**config.mk**
```make
export PLATFORM = sky130hd
export DESIGN_NAME = lnk_frame_tx
export DESIGN_NICKNAME = d
export VERILOG_FILES = /design/src/rtl/lnk_tx_pkg.sv /design/src/rtl/lnk_align_timer.sv /design/src/rtl/lnk_idle_run.sv /design/src/rtl/lnk_crc32.sv /design/src/rtl/lnk_frame_tx.sv
export SDC_FILE = /design/constraint.sdc
export NUM_CORES = 1
export LEC_CHECK = 0
export BUFFER_PORTS_ARGS = -buffer_cell sky130_fd_sc_hd__buf_4
export CELL_PAD_IN_SITES_DETAIL_PLACEMENT = 1
export CELL_PAD_IN_SITES_GLOBAL_PLACEMENT = 1
export CORE_MARGIN = 2
export CORE_UTILIZATION = 48
export DETAILED_ROUTE_END_ITERATION = 10
export PLACE_DENSITY = 0.82
export SYNTH_ARGS = -nofsm -noshare
export SYNTH_HDL_FRONTEND = slang
export SYNTH_SLANG_ARGS = --single-unit
```
**constraint.sdc**
```tcl
create_clock -name clk -period 4.5 [get_ports clk]
set_input_delay 0.225 -clock clk [delete_from_list [all_inputs] [get_ports clk]]
set_output_delay 0.225 -clock clk [all_outputs]
set_load 0.03 [all_outputs]
```
**src/rtl/lnk_tx_pkg.sv**
```systemverilog
package lnk_tx_pkg;
  localparam int DWORD_W = 32;

  localparam logic [DWORD_W-1:0] PRIM_ALIGN = 32'hA11C_0001;
  localparam logic [DWORD_W-1:0] PRIM_SYNC  = 32'hA11C_0002;
  localparam logic [DWORD_W-1:0] PRIM_SOF   = 32'hA11C_0003;
  localparam logic [DWORD_W-1:0] PRIM_EOF   = 32'hA11C_0004;
  localparam logic [DWORD_W-1:0] PRIM_CONT  = 32'hA11C_0005;
  localparam logic [DWORD_W-1:0] PRIM_PAUSE = 32'hA11C_0006;
  localparam logic [DWORD_W-1:0] FILL_WORD  = 32'h5A5A_5A5A;

  localparam logic [DWORD_W-1:0] CRC_POLY = 32'h04C1_1DB7;
  localparam logic [DWORD_W-1:0] CRC_SEED = 32'h5232_5032;

  typedef enum logic [1:0] {ST_IDLE, ST_BODY, ST_CRC, ST_EOF} tx_state_e;
  typedef enum logic [1:0] {RUN_SYNC, RUN_CONT, RUN_FILL} run_sel_e;
endpackage

```
**src/rtl/lnk_align_timer.sv**
```systemverilog
module lnk_align_timer #(
  parameter int GAP = 256
) (
  input  logic clk,
  input  logic rst_n,
  output logic align_slot
);
  localparam int CW = $clog2(GAP);

  logic [CW-1:0] cnt_q, cnt_d;

  always_comb begin
    if (cnt_q == CW'(GAP - 1)) cnt_d = '0;
    else                       cnt_d = cnt_q + 1'b1;
  end

  always_ff @(posedge clk or negedge rst_n) begin
    if (!rst_n) cnt_q <= '0;
    else        cnt_q <= cnt_d;
  end

  assign align_slot = (cnt_q < CW'(2));
endmodule

```
**src/rtl/lnk_idle_run.sv**
```systemverilog
module lnk_idle_run
  import lnk_tx_pkg::*;
#(
  parameter int REPEAT_N = 2
) (
  input  logic     clk,
  input  logic     rst_n,
  input  logic     clr,
  input  logic     adv,
  output run_sel_e sel
);
  localparam int CW = $clog2(REPEAT_N + 2);
  localparam logic [CW-1:0] LIM = CW'(REPEAT_N + 1);

  logic [CW-1:0] cnt_q, cnt_d;

  always_comb begin
    cnt_d = cnt_q;
    if (clr)                     cnt_d = '0;
    else if (adv && cnt_q != LIM) cnt_d = cnt_q + 1'b1;
  end

  always_ff @(posedge clk or negedge rst_n) begin
    if (!rst_n) cnt_q <= '0;
    else        cnt_q <= cnt_d;
  end

  always_comb begin
    if (cnt_q < CW'(REPEAT_N))       sel = RUN_SYNC;
    else if (cnt_q == CW'(REPEAT_N)) sel = RUN_CONT;
    else                             sel = RUN_FILL;
  end
endmodule

```
**src/rtl/lnk_crc32.sv**
```systemverilog
module lnk_crc32
  import lnk_tx_pkg::*;
#(
  parameter int                W    = DWORD_W,
  parameter logic [W-1:0]      POLY = CRC_POLY,
  parameter logic [W-1:0]      SEED = CRC_SEED
) (
  input  logic         clk,
  input  logic         rst_n,
  input  logic         init,
  input  logic         en,
  input  logic [W-1:0] din,
  output logic [W-1:0] crc
);
  logic [W-1:0] crc_q, crc_d, step;

  always_comb begin
    step = crc_q;
    for (int b = W - 1; b >= 0; b--) begin
      if (step[W-1] ^ din[b]) step = {step[W-2:0], 1'b0} ^ POLY;
      else                    step = {step[W-2:0], 1'b0};
    end
  end

  always_comb begin
    crc_d = crc_q;
    if (init)    crc_d = SEED;
    else if (en) crc_d = step;
  end

  always_ff @(posedge clk or negedge rst_n) begin
    if (!rst_n) crc_q <= SEED;
    else        crc_q <= crc_d;
  end

  assign crc = crc_q;
endmodule

```
**src/rtl/lnk_frame_tx.sv**
```systemverilog
module lnk_frame_tx
  import lnk_tx_pkg::*;
#(
  parameter int ALIGN_GAP = 256,
  parameter int REPEAT_N  = 2
) (
  input  logic               clk,
  input  logic               rst_n,
  input  logic               pl_valid,
  input  logic [DWORD_W-1:0] pl_data,
  input  logic               pl_last,
  output logic               pl_ready,
  output logic [DWORD_W-1:0] out_dword,
  output logic               out_is_prim,
  output logic               frame_done
);
  tx_state_e          state_q, state_d;
  logic               done_q, done_d;
  logic               align_slot;
  logic               crc_init, crc_en;
  logic               run_clr, run_adv;
  run_sel_e           run_sel;
  logic [DWORD_W-1:0] crc_val;

  lnk_align_timer #(.GAP(ALIGN_GAP)) u_align (
    .clk(clk), .rst_n(rst_n), .align_slot(align_slot)
  );

  lnk_idle_run #(.REPEAT_N(REPEAT_N)) u_run (
    .clk(clk), .rst_n(rst_n), .clr(run_clr), .adv(run_adv), .sel(run_sel)
  );

  lnk_crc32 u_crc (
    .clk(clk), .rst_n(rst_n), .init(crc_init), .en(crc_en),
    .din(pl_data), .crc(crc_val)
  );

  always_comb begin
    state_d     = state_q;
    done_d      = 1'b0;
    out_dword   = FILL_WORD;
    out_is_prim = 1'b0;
    pl_ready    = 1'b0;
    crc_init    = 1'b0;
    crc_en      = 1'b0;
    run_clr     = 1'b0;
    run_adv     = 1'b0;
    if (align_slot) begin
      out_dword   = PRIM_ALIGN;
      out_is_prim = 1'b1;
      run_clr     = 1'b1;
    end else begin
      unique case (state_q)
        ST_IDLE: begin
          if (pl_valid) begin
            out_dword   = PRIM_SOF;
            out_is_prim = 1'b1;
            run_clr     = 1'b1;
            crc_init    = 1'b1;
            state_d     = ST_BODY;
          end else begin
            run_adv = 1'b1;
            unique case (run_sel)
              RUN_SYNC: begin out_dword = PRIM_SYNC; out_is_prim = 1'b1; end
              RUN_CONT: begin out_dword = PRIM_CONT; out_is_prim = 1'b1; end
              default:  begin out_dword = FILL_WORD; out_is_prim = 1'b0; end
            endcase
          end
        end
        ST_BODY: begin
          pl_ready = 1'b1;
          if (pl_valid) begin
            out_dword = pl_data;
            crc_en    = 1'b1;
            if (pl_last) state_d = ST_CRC;
          end else begin
            out_dword   = PRIM_PAUSE;
            out_is_prim = 1'b1;
          end
        end
        ST_CRC: begin
          out_dword = crc_val;
          state_d   = ST_EOF;
        end
        default: begin
          out_dword   = PRIM_EOF;
          out_is_prim = 1'b1;
          done_d      = 1'b1;
          state_d     = ST_IDLE;
        end
      endcase
    end
  end

  always_ff @(posedge clk or negedge rst_n) begin
    if (!rst_n) begin
      state_q <= ST_IDLE;
      done_q  <= 1'b0;
    end else begin
      state_q <= state_d;
      done_q  <= done_d;
    end
  end

  assign frame_done = done_q;
endmodule

```
# Word level (Yosys, flattened, before mapping)
# Cells that the tools add are included.
# W data, S select, Z words.
[op_classes]
n_lt_le_gt_ge = 2
n_reduce_logical = 8
eq_ne = 9
n_mux = 65
add_sub_neg = 2
bitwise_logic = 65
[op_table]
columns = ["op", "count"]
rows = [
  ["$mux W27", 32],
  ["$not A14 Y14", 32],
  ["$mux W32", 5],
  ["$pmux W32 S3", 1],
  ["$pmux W32 S2", 1],
  ["$xor A1 B1 Y1", 32],
  ["$mux W1", 16],
  ["$mux W2", 7],
  ["$add A8 B1 Y8 const B", 1],
  ["$eq A8 B8 Y1 const B", 1],
  ["$lt A8 B2 Y1 const B", 1],
  ["$mux W8", 1],
  ["$ne A2 B2 Y1 const B", 4],
  ["$pmux W2 S3", 1],
  ["$eq A2 B1 Y1 const B", 2],
  ["$eq A2 B2 Y1 const B", 2],
  ["$logic_not A2 Y1", 2],
  ["$reduce_and A4 Y1", 1],
  ["$reduce_bool A2 Y1", 2],
  ["$pmux W1 S3", 1],
  ["$reduce_or A3 Y1", 1],
  ["$add A2 B1 Y2 const B", 1],
  ["$lt A2 B2 Y1 const B", 1],
  ["$reduce_or A2 Y1", 1],
  ["other kinds (2)", 2],
]
[word_totals]
elab_cells = 156
output_inout_bits = 35
in_bits = 36
ff_bits = 45

# Longest topological paths before layout
[depth]
ltp_word = 66
depth_mapped = 10
depth_no_buf = 9

# Modules after synthesis
# Synthesis repeated with hierarchy kept, for this count alone.
[hier_totals]
hier_cells = 529
area_unflattened_um2 = 5749.3
[modules_own_cells]
columns = ["mod", "seq_area_each_um2", "cells_per_inst", "instances", "area_each_um2"]
rows = [
  ["lnk_crc32", 814.5, 375, 1, 4511.8],
  ["lnk_frame_tx", 75.1, 110, 1, 729.4],
  ["lnk_align_timer", 200.2, 32, 1, 365.4],
  ["lnk_idle_run", 50.0, 12, 1, 142.6],
]

# Least setup slack after synthesis
# OpenSTA, ideal clock, no wires.
[synth_path]
path_kind = "flip-flop to flip-flop"
from = "reg u_crc.crc_q[27] (netlist: u_crc.crc[27])"
to = "reg u_crc.crc_q[13] (netlist: u_crc.crc[13])"
synth_period_minus_slack_ps = 3607
t_required_ps = 4379
path_stages_with_launch = 11
setup_time_ps = 121
path_buffers = 1
arrival_time_ps = 3486
setup_slack_ps = 893
cell_sequence = "dfrtp_1 -> xnor2_2 -> xnor3_2 -> xor2_2 -> xnor3_2 -> xnor3_1 -> buf_6 -> xnor2_4 -> xnor2_2 -> xnor3_1 -> a22o_1"
[synth_via]
elab_chain_cells = 37
word_cells_on_any_way = 70
cone_classes = "30 x mux; 40 x bitwise"
[synth_lines]
columns = ["item", "line", "text"]
rows = [
  ["start, declared", "lnk_crc32.sv:15", "logic [W-1:0] crc_q, crc_d, step;"],
  ["start signal, assigned", "lnk_crc32.sv:33", "else crc_q <= crc_d;"],
  ["$xor A1 B1 Y1 (*)", "lnk_crc32.sv:20", "if (step[W-1] ^ din[b]) step = {step[W-2:0], 1'b0} ^ POLY;"],
  ["$mux W27 (*)", "lnk_crc32.sv:20", ""],
  ["$mux W27 (5 in a row)", "lnk_crc32.sv:20", ""],
  ["$not A14 Y14 (no source line)", "-", ""],
  ["$mux W27", "lnk_crc32.sv:20", ""],
  ["$not A14 Y14 (no source line)", "-", ""],
  ["$mux W27 (3 in a row)", "lnk_crc32.sv:20", ""],
  ["$not A14 Y14 (no source line)", "-", ""],
  ["(+14 left out)", "-", ""],
  ["$not A14 Y14 (no source line)", "-", ""],
  ["$mux W27", "lnk_crc32.sv:20", ""],
  ["$not A14 Y14 (no source line)", "-", ""],
  ["$mux W27", "lnk_crc32.sv:20", ""],
  ["$not A14 Y14 (no source line)", "-", ""],
  ["$mux W27 (*) (2 in a row)", "lnk_crc32.sv:20", ""],
  ["$mux W32 (*)", "lnk_crc32.sv:28", "else if (en) crc_d = step;"],
  ["$mux W32 (*)", "lnk_crc32.sv:27", "if (init) crc_d = SEED;"],
]
# Mark *: on every way between the ends. The rest lies on a longest branch, timed or not. The select of a mux whose other input is x is not followed.
# A chain may end at the register's enable or synchronous reset.

# Worst setup path in the final report
# Ends and elaborated chain as after synthesis.

==> reports/qor.tcl <==
set qor(maxSlewViolCount) 0
set qor(synthArstFlopShare) 1.00
set qor(synth.largest_area_cell) {sky130_fd_sc_hd__xnor2_1}
set qor(post_synth_inst_count) 512
set qor(post-route-min-period_ns) 4.24
set qor(route.detailed.wl_per_inst_um) 24.6
set qor(post-synth-top-area-fraction) 0.230
set qor(crit_path_max_fanout) 6
set qor(tritoncts_buffers) 5
set qor(cp_top_family) {XOR/XNOR gates}
set qor(grt_usage) 0.294
set qor(cts-resized-gates) 0
set qor(cp_data_arrival_time_ns) 4.42
set qor(syn-cell-area_um2) 5560
set qor(rsz0062_at_grt) {no}
set qor(report.final.hold_viol_count) 0
set qor(design_area_um2) 6490
set qor(cts_htree_levels) 2
set qor(cp_slowest_cell) {sky130_fd_sc_hd__xnor3_2}
set qor(final_nets) 629
set qor(drt_wl_total_um) 17900
set qor(post-dp-hpwl_um) 14600
set qor(final_antenna_net_count) 0
set qor(floorplan.core_area_um2) 11400
set qor(drcViolationCount) 0
set qor(area_growth_pct) 16.8
set qor(cts.sinks) 45
set qor(initialDrtViolationCount) 286
set qor(achievable-frequency_mhz) 236
set qor(die_y_um) 112
set qor(synth_ff_type) {sky130_fd_sc_hd__dfrtp_1}
set qor(setup.worst_path.start_class) {flip-flop}
set qor(hold_path_class) {in -> reg}
set qor(drive_gt1_frac) 0.246
set qor(post_drt_via_cell_ratio) 5.69
set qor(met2RoutedLength_um) 9090
set qor(dr.max_layer_used) {met4}
set qor(distinct_cells_synth) 42
set qor(fp.dieArea_um2) 12500
set qor(run_status) {finished, final reports clean}
set qor(yosys_warnings) 0
set qor(vias) 4139
set qor(diodes) 0
set qor(cp_common_cell) {sky130_fd_sc_hd__xnor3_1}
set qor(initial_standard_cell_utilization_of_the_core) 0.489
set qor(yosys-top-cells-area) {sky130_fd_sc_hd__xnor2_1, sky130_fd_sc_hd__xnor3_1, sky130_fd_sc_hd__dfrtp_1, sky130_fd_sc_hd__xor2_1, sky130_fd_sc_hd__dfstp_2}
set qor(postSynthNetCount) 557
set qor(rrSetupSlack_ns) 0.26
set qor(die_width_um) 112
set qor(reg2reg_depth) 9
set qor(routabilityCongestion) 1.01
set qor(grt_pass1_wl_um) 27400
set qor(root_buffer) {sky130_fd_sc_hd__clkbuf_16}
set qor(postSynthRegisterBits) 45
set qor(detailed_place.area_um2) 6310
set qor(i_o_buffers) 70
set qor(crit_chain) {xor2_1 -> xnor3_1 -> xor2_2 -> xnor3_2 -> xnor3_1 -> xnor2_4 -> xnor2_2 -> xnor3_1 -> a22o_1}
set qor(antenna_violations_before_repair) 0
set qor(fillCellCount) 1241
set qor(setup_slack_ns) 0.265
set qor(finalCritPeriodShare) 0.941
set qor(synth-edff-count) 0
set qor(detailed_router_iteration_count_before_antenna_repair) 5
set qor(crit_type) {reg -> reg}
set qor(gr-total-overflow) 0
set qor(min_delay_path_depth) 4
set qor(synth.top_cells.by_count) {sky130_fd_sc_hd__xnor2_1, sky130_fd_sc_hd__xnor3_1, sky130_fd_sc_hd__xor2_1}
set qor(relSlewSlack) 0.141
set qor(setup-violations-final) 0
set qor(depth_of_the_critical_timing_path_with_buffers_and_inverters_included) 9
set qor(insertion_delay_ns) 0.29
set qor(worst_setup_hold_path_clk_slew_ns) 0.07
set qor(row_count) 39
set qor(finalSetupTns_ns) 0
set qor(met3_length_um) 919
set qor(maxCapViolations) 0
set qor(place_worst_setup_slack_ns) 0.309
set qor(grt_start_max_net_pins) 46
set qor(deepest_clock_path_buffer_count) 2
set qor(synthMostInstantiatedCell) {sky130_fd_sc_hd__xnor2_1}
set qor(synth_area_per_cell_um2) 10.9
set qor(cp_data_required_time_ns) 4.68
set qor(clock_skew_ns) 0.00622
set qor(wirelength_met1_um) 7390
set qor(clock_tree_from_tritoncts) {built}
set qor(top_level_ports) 71
set qor(cpPeakStageDelay_ns) 0.60
set qor(synth_seq_area_share) 0.205
set qor(fin_util) 0.571
set qor(grt_pass1_vias) 4397
set qor(cp-end-kind) {flip-flop}
set qor(timing.critical_path.buf_inv) 0
set qor(max_slew.worst_pin.slew_ns) 1.28
[final timing paths]
path | from | endpoint
max in group asynchronous | rst_n | u_crc.crc[8]
max reg2reg | u_crc.crc[27] | u_crc.crc[13]
min in group asynchronous | rst_n | u_crc.crc[26]
min reg2reg | u_align.cnt_q[0] | u_align.cnt_q[0]
min | pl_valid | u_run.cnt_q[1]
max | u_crc.crc[27] | u_crc.crc[13]
[stage by stage]
step	hold WS (ns)	std cells
floorplan	-0.0706	512
global placement	0.270	719
detailed placement	0.286	719
CTS	0.313	728
global route	0.331	728
finish	0.308	728
[sequential cells by signal, indices dropped and copies added, names as in the netlist]
name           cells
state_q            2
frame_done         1
u_run.cnt_q        2
u_align.cnt_q      8
u_crc.crc         32
[layer usage]
| metal | global-route usage | up-vias |
|---|---|---|
| met3 | 0.0392 | 24 |
| met1 | 0.390 | 2116 |
| met2 | 0.505 | 130 |
| met4 | 0.0881 | 0 |
| li1 | - | 1869 |
| met5 | 0 | - |
[kinds of logic (layout without fill, tap and decap cells)]
family	after synthesis	after routing	share of synthesized area
buf+inv	30	103	0.0218
compound gates	94	94	0.110
simple gates	75	75	0.0594
flops	45	45	0.205
fa+ha+maj	9	9	0.0202
xor+xnor	259	259	0.584
[cell type report]
class                      instances  area [um2]  area share
inverter                           7        26.3     0.00405
timing repair buffer              88         663       0.102
clock inverter                     3        50.0     0.00771
sequential                        45        1140       0.175
clock buffer                       5         125      0.0193
tap                              143         179      0.0275
multi-input combinational        437        4310       0.664
[repair_timing]
action	in CTS	in global routing
hold endpoints to repair	34	0
hold buffers	1	0
setup buffers	0	0
[cell usage in the layout, fill, tap and decap left out, types with 6 or more instances in the layout]
master,n
sky130_fd_sc_hd__a21oi_1,31
sky130_fd_sc_hd__a22o_1,11
sky130_fd_sc_hd__a22oi_1,25
sky130_fd_sc_hd__buf_4,87
sky130_fd_sc_hd__dfrtp_1,34
sky130_fd_sc_hd__dfstp_2,11
sky130_fd_sc_hd__ha_1,9
sky130_fd_sc_hd__inv_1,6
sky130_fd_sc_hd__nand2_1,20
sky130_fd_sc_hd__nor2_1,35
sky130_fd_sc_hd__o21ai_0,11
sky130_fd_sc_hd__o21ai_1,7
sky130_fd_sc_hd__xnor2_1,146
sky130_fd_sc_hd__xnor2_2,12
sky130_fd_sc_hd__xnor3_1,43
sky130_fd_sc_hd__xor2_1,36
sky130_fd_sc_hd__xor2_2,8
[worst reg2reg max path: stages (launching register included)]
cell	delay (ns)
sky130_fd_sc_hd__dfrtp_1	0.44
sky130_fd_sc_hd__xor2_1	0.46
sky130_fd_sc_hd__xnor3_1	0.57
sky130_fd_sc_hd__xor2_2	0.30
sky130_fd_sc_hd__xnor3_2	0.61
sky130_fd_sc_hd__xnor3_1	0.51
sky130_fd_sc_hd__xnor2_4	0.22
sky130_fd_sc_hd__xnor2_2	0.35
sky130_fd_sc_hd__xnor3_1	0.48
sky130_fd_sc_hd__a22o_1	0.19
Power is not shown: default switching activity piles up to over one toggle a cycle in this logic, so the estimate is an artifact.
